<file path="config.mk">
export PLATFORM = sky130hd
export DESIGN_NAME = dectimer_top
export DESIGN_NICKNAME = d
export VERILOG_FILES = /design/src/rtl/dectimer_pkg.sv /design/src/rtl/dectimer_cfg.sv /design/src/rtl/dectimer_count.sv /design/src/rtl/dectimer_status.sv /design/src/rtl/dectimer_irq.sv /design/src/rtl/dectimer_top.sv
export SDC_FILE = /design/constraint.sdc
export NUM_CORES = 1
export LEC_CHECK = 0
export BUFFER_PORTS_ARGS = -buffer_cell sky130_fd_sc_hd__buf_2
export CAP_MARGIN = 20
export CORE_ASPECT_RATIO = 0.8
export CORE_MARGIN = 10
export CORE_UTILIZATION = 50
export DETAILED_ROUTE_END_ITERATION = 6
export PLACE_DENSITY = 0.75
export SLEW_MARGIN = 20
export SYNTH_ARGS = -nofsm -noshare
export SYNTH_HDL_FRONTEND = slang
export SYNTH_SLANG_ARGS = --single-unit
</file>
<file path="constraint.sdc">
create_clock -name clk -period 2.6 [get_ports clk]
set_input_delay 0.13 -clock clk [delete_from_list [all_inputs] [get_ports clk]]
set_output_delay 0.13 -clock clk [all_outputs]
set_load 0.05 [all_outputs]
</file>
<file path="src/rtl/dectimer_pkg.sv">
package dectimer_pkg;
  localparam int REG_W = 32;
  localparam int SEL_W = 2;

  typedef enum logic [SEL_W-1:0] {
    SEL_CTRL   = 2'd0,
    SEL_STAT   = 2'd1,
    SEL_RELOAD = 2'd2,
    SEL_COUNT  = 2'd3
  } wr_sel_e;

  // status flag positions
  localparam int ST_WDT = 30;
  localparam int ST_DEC = 27;
  localparam int ST_FIT = 26;
  // control enable positions
  localparam int CT_WDT_EN = 27;
  localparam int CT_DEC_EN = 26;
  localparam int CT_FIT_EN = 23;
  localparam int CT_RELOAD = 22;

  localparam int N_IRQ = 3;
endpackage

</file>
<file path="src/rtl/dectimer_cfg.sv">
module dectimer_cfg
  import dectimer_pkg::*;
#(
  parameter int W = REG_W,
  parameter int CW = W
) (
  input  logic          clk,
  input  logic          rst,
  input  logic          wr_en,
  input  logic [SEL_W-1:0] wr_sel,
  input  logic [W-1:0]  wr_data,
  output logic [W-1:0]  ctrl_q,
  output logic [W-1:0]  ctrl_nxt,
  output logic [CW-1:0] reload_q
);
  logic [CW-1:0] reload_nxt;

  always_comb begin
    ctrl_nxt   = ctrl_q;
    reload_nxt = reload_q;
    if (wr_en && wr_sel == SEL_CTRL)   ctrl_nxt   = wr_data;
    if (wr_en && wr_sel == SEL_RELOAD) reload_nxt = wr_data[CW-1:0];
  end

  always_ff @(posedge clk) begin
    if (rst) begin
      ctrl_q   <= '0;
      reload_q <= '0;
    end else begin
      ctrl_q   <= ctrl_nxt;
      reload_q <= reload_nxt;
    end
  end
endmodule

</file>
<file path="src/rtl/dectimer_count.sv">
module dectimer_count
  import dectimer_pkg::*;
#(
  parameter int CW = REG_W
) (
  input  logic          clk,
  input  logic          rst,
  input  logic          load,
  input  logic [CW-1:0] load_val,
  input  logic          tick,
  input  logic          reload_en,
  input  logic [CW-1:0] reload_val,
  output logic [CW-1:0] cnt_q,
  output logic          zero_hit
);
  localparam logic [CW-1:0] ONE = CW'(1);

  logic [CW-1:0] cnt_nxt;

  always_comb begin
    zero_hit = 1'b0;
    cnt_nxt  = cnt_q;
    if (load) begin
      cnt_nxt = load_val;
    end else if (tick && cnt_q != '0) begin
      if (cnt_q == ONE) begin
        zero_hit = 1'b1;
        cnt_nxt  = reload_en ? reload_val : '0;
      end else begin
        cnt_nxt = cnt_q - ONE;
      end
    end
  end

  always_ff @(posedge clk) begin
    if (rst) cnt_q <= '0;
    else     cnt_q <= cnt_nxt;
  end
endmodule

</file>
<file path="src/rtl/dectimer_status.sv">
module dectimer_status
  import dectimer_pkg::*;
#(
  parameter int W = REG_W
) (
  input  logic         clk,
  input  logic         rst,
  input  logic         clr_en,
  input  logic [W-1:0] clr_mask,
  input  logic         set_dec,
  input  logic         set_fit,
  input  logic         set_wdt,
  output logic [W-1:0] stat_q,
  output logic [W-1:0] stat_nxt
);
  logic [W-1:0] set_mask;

  always_comb begin
    set_mask         = '0;
    set_mask[ST_DEC] = set_dec;
    set_mask[ST_FIT] = set_fit;
    set_mask[ST_WDT] = set_wdt;
    stat_nxt = (clr_en ? (stat_q & ~clr_mask) : stat_q) | set_mask;
  end

  always_ff @(posedge clk) begin
    if (rst) stat_q <= '0;
    else     stat_q <= stat_nxt;
  end
endmodule

</file>
<file path="src/rtl/dectimer_irq.sv">
module dectimer_irq
  import dectimer_pkg::*;
#(
  parameter int W = REG_W,
  parameter int N = N_IRQ
) (
  input  logic         clk,
  input  logic         rst,
  input  logic [W-1:0] stat_nxt,
  input  logic [W-1:0] ctrl_nxt,
  output logic [N-1:0] irq_q
);
  // channel 0: decrementer, 1: fixed-interval, 2: watchdog
  localparam int FLAG_POS [N_IRQ] = '{ST_DEC, ST_FIT, ST_WDT};
  localparam int EN_POS   [N_IRQ] = '{CT_DEC_EN, CT_FIT_EN, CT_WDT_EN};

  for (genvar g = 0; g < N; g++) begin : g_ch
    always_ff @(posedge clk) begin
      if (rst) irq_q[g] <= 1'b0;
      else     irq_q[g] <= stat_nxt[FLAG_POS[g]] & ctrl_nxt[EN_POS[g]];
    end
  end
endmodule

</file>
<file path="src/rtl/dectimer_top.sv">
module dectimer_top
  import dectimer_pkg::*;
#(
  parameter int W = REG_W
) (
  input  logic             clk,
  input  logic             rst,
  input  logic             wr_en,
  input  logic [SEL_W-1:0] wr_sel,
  input  logic [W-1:0]     wr_data,
  input  logic             tick,
  input  logic             fit_event,
  input  logic             wdt_event,
  output logic [W-1:0]     dec_value,
  output logic [W-1:0]     ctrl_q,
  output logic [W-1:0]     stat_q,
  output logic             irq_dec,
  output logic             irq_fit,
  output logic             irq_wdt
);
  logic [W-1:0]     ctrl_nxt;
  logic [W-1:0]     stat_nxt;
  logic [W-1:0]     reload_q;
  logic             zero_hit;
  logic [N_IRQ-1:0] irq_q;

  dectimer_cfg #(.W(W), .CW(W)) u_cfg (
    .clk(clk), .rst(rst), .wr_en(wr_en), .wr_sel(wr_sel), .wr_data(wr_data),
    .ctrl_q(ctrl_q), .ctrl_nxt(ctrl_nxt), .reload_q(reload_q)
  );

  dectimer_count #(.CW(W)) u_count (
    .clk(clk), .rst(rst),
    .load(wr_en && wr_sel == SEL_COUNT), .load_val(wr_data),
    .tick(tick), .reload_en(ctrl_q[CT_RELOAD]), .reload_val(reload_q),
    .cnt_q(dec_value), .zero_hit(zero_hit)
  );

  dectimer_status #(.W(W)) u_status (
    .clk(clk), .rst(rst),
    .clr_en(wr_en && wr_sel == SEL_STAT), .clr_mask(wr_data),
    .set_dec(zero_hit), .set_fit(fit_event), .set_wdt(wdt_event),
    .stat_q(stat_q), .stat_nxt(stat_nxt)
  );

  dectimer_irq #(.W(W), .N(N_IRQ)) u_irq (
    .clk(clk), .rst(rst), .stat_nxt(stat_nxt), .ctrl_nxt(ctrl_nxt),
    .irq_q(irq_q)
  );

  assign irq_dec = irq_q[0];
  assign irq_fit = irq_q[1];
  assign irq_wdt = irq_q[2];
endmodule

</file>
### Word-level counts from Yosys, hierarchy flattened

Cells that the tools add are included.

* memories kept: 0
* input bits: 40
* latch bits: 0
* logic and storage cells: 36
* memory bits (read-only): 0
* flip-flop bits (word level): 131
* memory bits (writable): 0

* magnitude comparators: 0
* reductions and logical operators: 8
* add/sub/neg operators: 1
* divide/modulo/power cells: 0
* equal/unequal tests: 4
* multiplexer cells: 9
* shift-type cells: 0
* bitwise logic cells: 6
* multiply operators: 0

Operators with widths (count)
* $mux W32: 5
* $and A32 B32 Y32: 1
* $eq A32 B1 Y1 const B: 1
* $not A32 Y32: 1
* $or A32 B31 Y32: 1
* $reduce_bool A32 Y1: 1
* $sub A32 B1 Y32 const B: 1
* $mux W28: 1
* $logic_and A1 B1 Y1: 5
* $eq A2 B2 Y1 const B: 2
* $and A1 B1 Y1: 3
* $mux W1: 3
* $eq A2 B1 Y1 const B: 1
* $logic_not A2 Y1: 1
* $reduce_bool A2 Y1: 1

### Logic depth before layout (Yosys ltp)

* depth after elaboration: 6
* depth in mapped cells: 10
* gate-level depth less buffers: 8

### By module

From an unflattened synthesis, not the netlist that was laid out.

* cells, all modules: 751
* area total of the unflattened synthesis: 7109.3 µm²

By module, submodules not included
* dectimer_cfg: instances 1, area each 3158.0 µm², sequential area each 1281.2 µm², cells each 281
* dectimer_count: instances 1, area each 2700.1 µm², sequential area each 640.6 µm², cells each 351
* dectimer_status: instances 1, area each 1148.6 µm², sequential area each 640.6 µm², cells each 111
* dectimer_irq: instances 1, area each 86.3 µm², sequential area each 60.1 µm², cells each 6
* dectimer_top: instances 1, area each 16.3 µm², sequential area each 0.0 µm², cells each 2

### Least setup slack after synthesis

Ideal clock, no wire load.

* kind: reg2reg
* start point: reg u_count.cnt_q[0]
* end point: reg u_count.cnt_q[5]
* data required time: 2.483 ns
* stages on the path, launching flop included: 9
* setup slack: 0.064 ns
* arrival: 2.419 ns
* cell sequence: dfxtp_1 ha_1 nor3b_1 nand4_1 nor3_2 buf_2 buf_2 nand4_1 a32o_1

* longest elaborated chain between the ends: 4
* elaborated cells between the ends (all ways): 8

RTL lines
* from (decl): line dectimer_count.sv:13 `output logic [CW-1:0] cnt_q,`
* from (signal assigned): line dectimer_count.sv:37 `else cnt_q <= cnt_nxt;`
* $sub A32 B1 Y32 or $eq A32 B1 Y1 (tied branches): line dectimer_count.sv:30, dectimer_count.sv:26
* $mux W32: line dectimer_count.sv:26 `if (cnt_q == ONE) begin`
* $mux W32: line dectimer_count.sv:25 `end else if (tick && cnt_q != '0) begin`
* $mux W32: line dectimer_count.sv:23 `if (load) begin`

Parallel ways exist; a longest one is shown, timed or not. The select of a mux whose other input is x is not followed.
A chain may end at the register's enable or synchronous reset.

### Worst setup path after layout

* start point: reg u_count.cnt_q[16]
* end point: reg u_count.cnt_q[26]

Same word-level chain as after synthesis.

==> metrics.log <==
[metrics] measured slew at the worst slew-check pin: 0.772 ns
[metrics] cell types with the highest counts after synthesis: nand2_1, dfxtp_1, a21oi_1
[metrics] count of routing violations after the opening detailed-route iteration: 795
[metrics] vias in the first global route: 6208
[metrics] clock buffer count from CTS: 17
[metrics] # Max-Cap Violations: 0
[metrics] largest buffer count on any clock path: 2
[metrics] starting density of the core: 0.513
[metrics] crit path setup slack, layout: 0.213 ns
[metrics] path category of the worst min-delay check: input pin to register
[metrics] overall die area: 16700 µm²
[metrics] initial antenna violation count: 0
[metrics] maximum fanout along the worst path: 11
[metrics] area growth from synthesis to layout: 31.1%
[metrics] Gates resized, CTS repair: 0
[metrics] net count after synthesis: 809
[metrics] leading register cell type out of synthesis: dfxtp_1
[metrics] Die Span X: 142 µm
[metrics] Final Critical Period: 2.39 ns
[metrics] headroom to the max-slew limit: 0.483
[metrics] kind of cell adding the most delay to the critical path: simple AND/OR/NAND/NOR gates
[metrics] async set-or-reset flop fraction in the synthesized netlist: 0
[metrics] number of DRC violations after detailed routing: 0
[metrics] maximum frequency from static timing analysis: 419 MHz
[metrics] Placement Rows: 35
[metrics] via/cell ratio: 5.95
[metrics] detailed-routing iteration count for the pre-antenna-repair pass: 5
[metrics] status: finished clean
[metrics] most frequently used cell type in the post-synthesis netlist: nand2_1
[metrics] number of diodes added for antenna fixing: 0
[metrics] worst setup timing slack at the placement stage: 0.266 ns
[metrics] gr ovfl total: 0
[metrics] Hold Vio Cnt, Final: 0
[metrics] peak supply drop: 0.502 mV
[metrics] Max Slew Vio Count: 0
[metrics] RSZ-0062 raised after global routing: no
[metrics] register bit count reported by yosys: 131
[metrics] Top Usage Layer GRT: met1
[metrics] maximum number of pins on one net before global-route repair: 65
[metrics] count of different cell masters after synthesis: 59
[metrics] number of buffers added to fix hold violations after cts: 30
[metrics] buffer count from post-CTS setup fixing: 0
[metrics] cell with the largest stage delay on the worst path: or4_4
[metrics] IO Port Bufs: 138
[metrics] final clock skew: 0.00982 ns
[metrics] endpoint required time on the critical path: 2.90 ns
[metrics] Final Wtd Congestion: 1.02
[metrics] area of the core region: 11600 µm²
[metrics] total leakage power: 3.29 nW
[metrics] routing usage on met1: 0.359
[metrics] critical path capture point type: register
[metrics] cells after synthesis: 767
[metrics] CTS clk-pin slew, worst paths: 0.06 ns
[metrics] Total Wirelength: 22000 µm
[metrics] met2 capacity usage during global routing: 0.350
[metrics] CP Launch Type: register
[metrics] number of vias in the routed layout: 6549
[metrics] Final Cycle Share: 0.918
[metrics] final-stage net count: 982
[metrics] share of the core filled with cells in the final layout: 0.673
[metrics] CP Buf/Inv Count: 1
[metrics] total negative setup slack: 0 ns
[metrics] count of flip-flops with a built-in enable after synthesis: 0
[metrics] number of placed I/O pins: 139
[metrics] PwrDens: 732 nW/µm²
[metrics] largest incremental delay on the critical path: 0.60 ns
[metrics] maximum level of the CTS H-tree: 4
[metrics] area share of the leading cell type in the synthesized netlist: 0.440
[metrics] Global Route Usage Sum: 0.254
[metrics] mean cell area of the mapped netlist: 7.76 µm²
[metrics] antenna-violating nets left: 0
[metrics] latest clock arrival within the worst-skew pair: 0.43 ns
[metrics] Yosys top cell by area: dfxtp_1
[metrics] part of the Yosys area used for sequential elements: 0.440
[metrics] CTS tree: built
[metrics] global-route wire length before repair: 34500 µm
[metrics] vertical extent of the die: 118 µm
[metrics] count of clock tree sinks: 131
[metrics] clock root buffer: clkbuf_16
[metrics] chain of cells forming the critical path: or4_4, nand2b_4, o31ai_1, buf_4, nand2_1, o21ai_0, a31oi_1
[metrics] Setup violations, final: 0
[metrics] share of post-route cells with drive strength above 1: 0.232
[metrics] critical path data arrival time: 2.69 ns
[metrics] total half-perimeter wirelength after legalization and detailed placement: 15800 µm
[metrics] synthesis warning total: 0
[metrics] Area contributors post-synth: dfxtp_1, nand2_1, a21oi_1, nand2b_1, clkbuf_1
[metrics] post-synthesis instance area: 5960 µm²
[metrics] average wire length per cell after detail routing: 20.0 µm
[metrics] fraction of met3 tracks used by global routing: 0.0935
[metrics] kind of critical path: register to register
[metrics] minimum hold slack: 0.0117 ns
[tightest hold or removal path, stage by stage]
cell	delay, ns
buf_2	0.14
nand2_1	0.06
a21oi_1	0.05
[stage by stage]
step	cells	cell area [µm²]	power, mW
floorplan	767	5960	2.99
global placement	1039	6930	3.34
detailed placement	1039	6930	3.35
CTS	1101	7800	5.70
global route	1101	7800	5.91
finish	1101	7800	5.72
[path summary, 6_finish.rpt]
path / from / to / slack, ns / cells after the start
worst max register to register: u_count.cnt_q[16] / u_count.cnt_q[26] / 0.21 / 7
worst min register to register: u_cfg.ctrl_q[8] / u_cfg.ctrl_q[8] / 0.45 / 2
worst max-delay path: u_count.cnt_q[16] / u_count.cnt_q[26] / 0.21 / 7
worst min-delay path: wr_data[30] / u_cfg.reload_q[30] / 0.01 / 3
[where the power goes]
part / internal (mW) / switching (mW) / leakage [nW] / total, mW
Clock: 1.29 / 1.05 / 0.281 / 2.34
Combinational: 0.389 / 0.778 / 1.94 / 1.17
Sequential: 2.09 / 0.113 / 1.07 / 2.21
Total: 3.78 / 1.94 / 3.29 / 5.72
[cell families after synthesis]
logic type,after synthesis,share of synthesized area
adders and majority gates,2,0.00420
xor gates and xnor gates,16,0.0235
AOI/OAI and AO/OA,216,0.213
and+or+nand+nor,345,0.281
DFF,131,0.440
buffers and inverters,57,0.0384
[flip-flops by register name, indices dropped and copies added, names as in the netlist]
name,cells
u_cfg.ctrl_q,32
u_cfg.reload_q,32
u_status.stat_q,32
u_irq.irq_q,3
u_count.cnt_q,32
[cell type report]
type	instances	area, µm²
flip-flops and latches	131	2620
fillers	982	3800
clock inverters	14	136
repair buffers	206	1290
well taps	148	185
inverters	5	18.8
multi-input cells	579	3110
clock buffers	18	439
[placed cells by master, fill, tap and decap left out, drive strengths merged, types with 12 or more instances in the layout]
| cell | synthesis | routed |
|---|---|---|
| inv | 5 | 13 |
| nor4 | 12 | 12 |
| buf | 7 | 176 |
| clkbuf | 45 | 18 |
| nor3 | 15 | 15 |
| a31oi | 14 | 14 |
| o21ai | 33 | 33 |
| a21oi | 119 | 119 |
| dlygate4sd3 | 0 | 30 |
| nand3 | 15 | 15 |
| dfxtp | 131 | 131 |
| nor2 | 43 | 43 |
| nand2 | 175 | 175 |
| or3 | 12 | 12 |
| nand2b | 32 | 32 |
[routing by layer]
metal	share of wire	vias up
li1	-	3043
met1	0.44	3069
met2	0.42	401
met3	0.13	36
met4	0.013	0
met5	0	-
No activity file was read; power rests on OpenSTA's default activity.
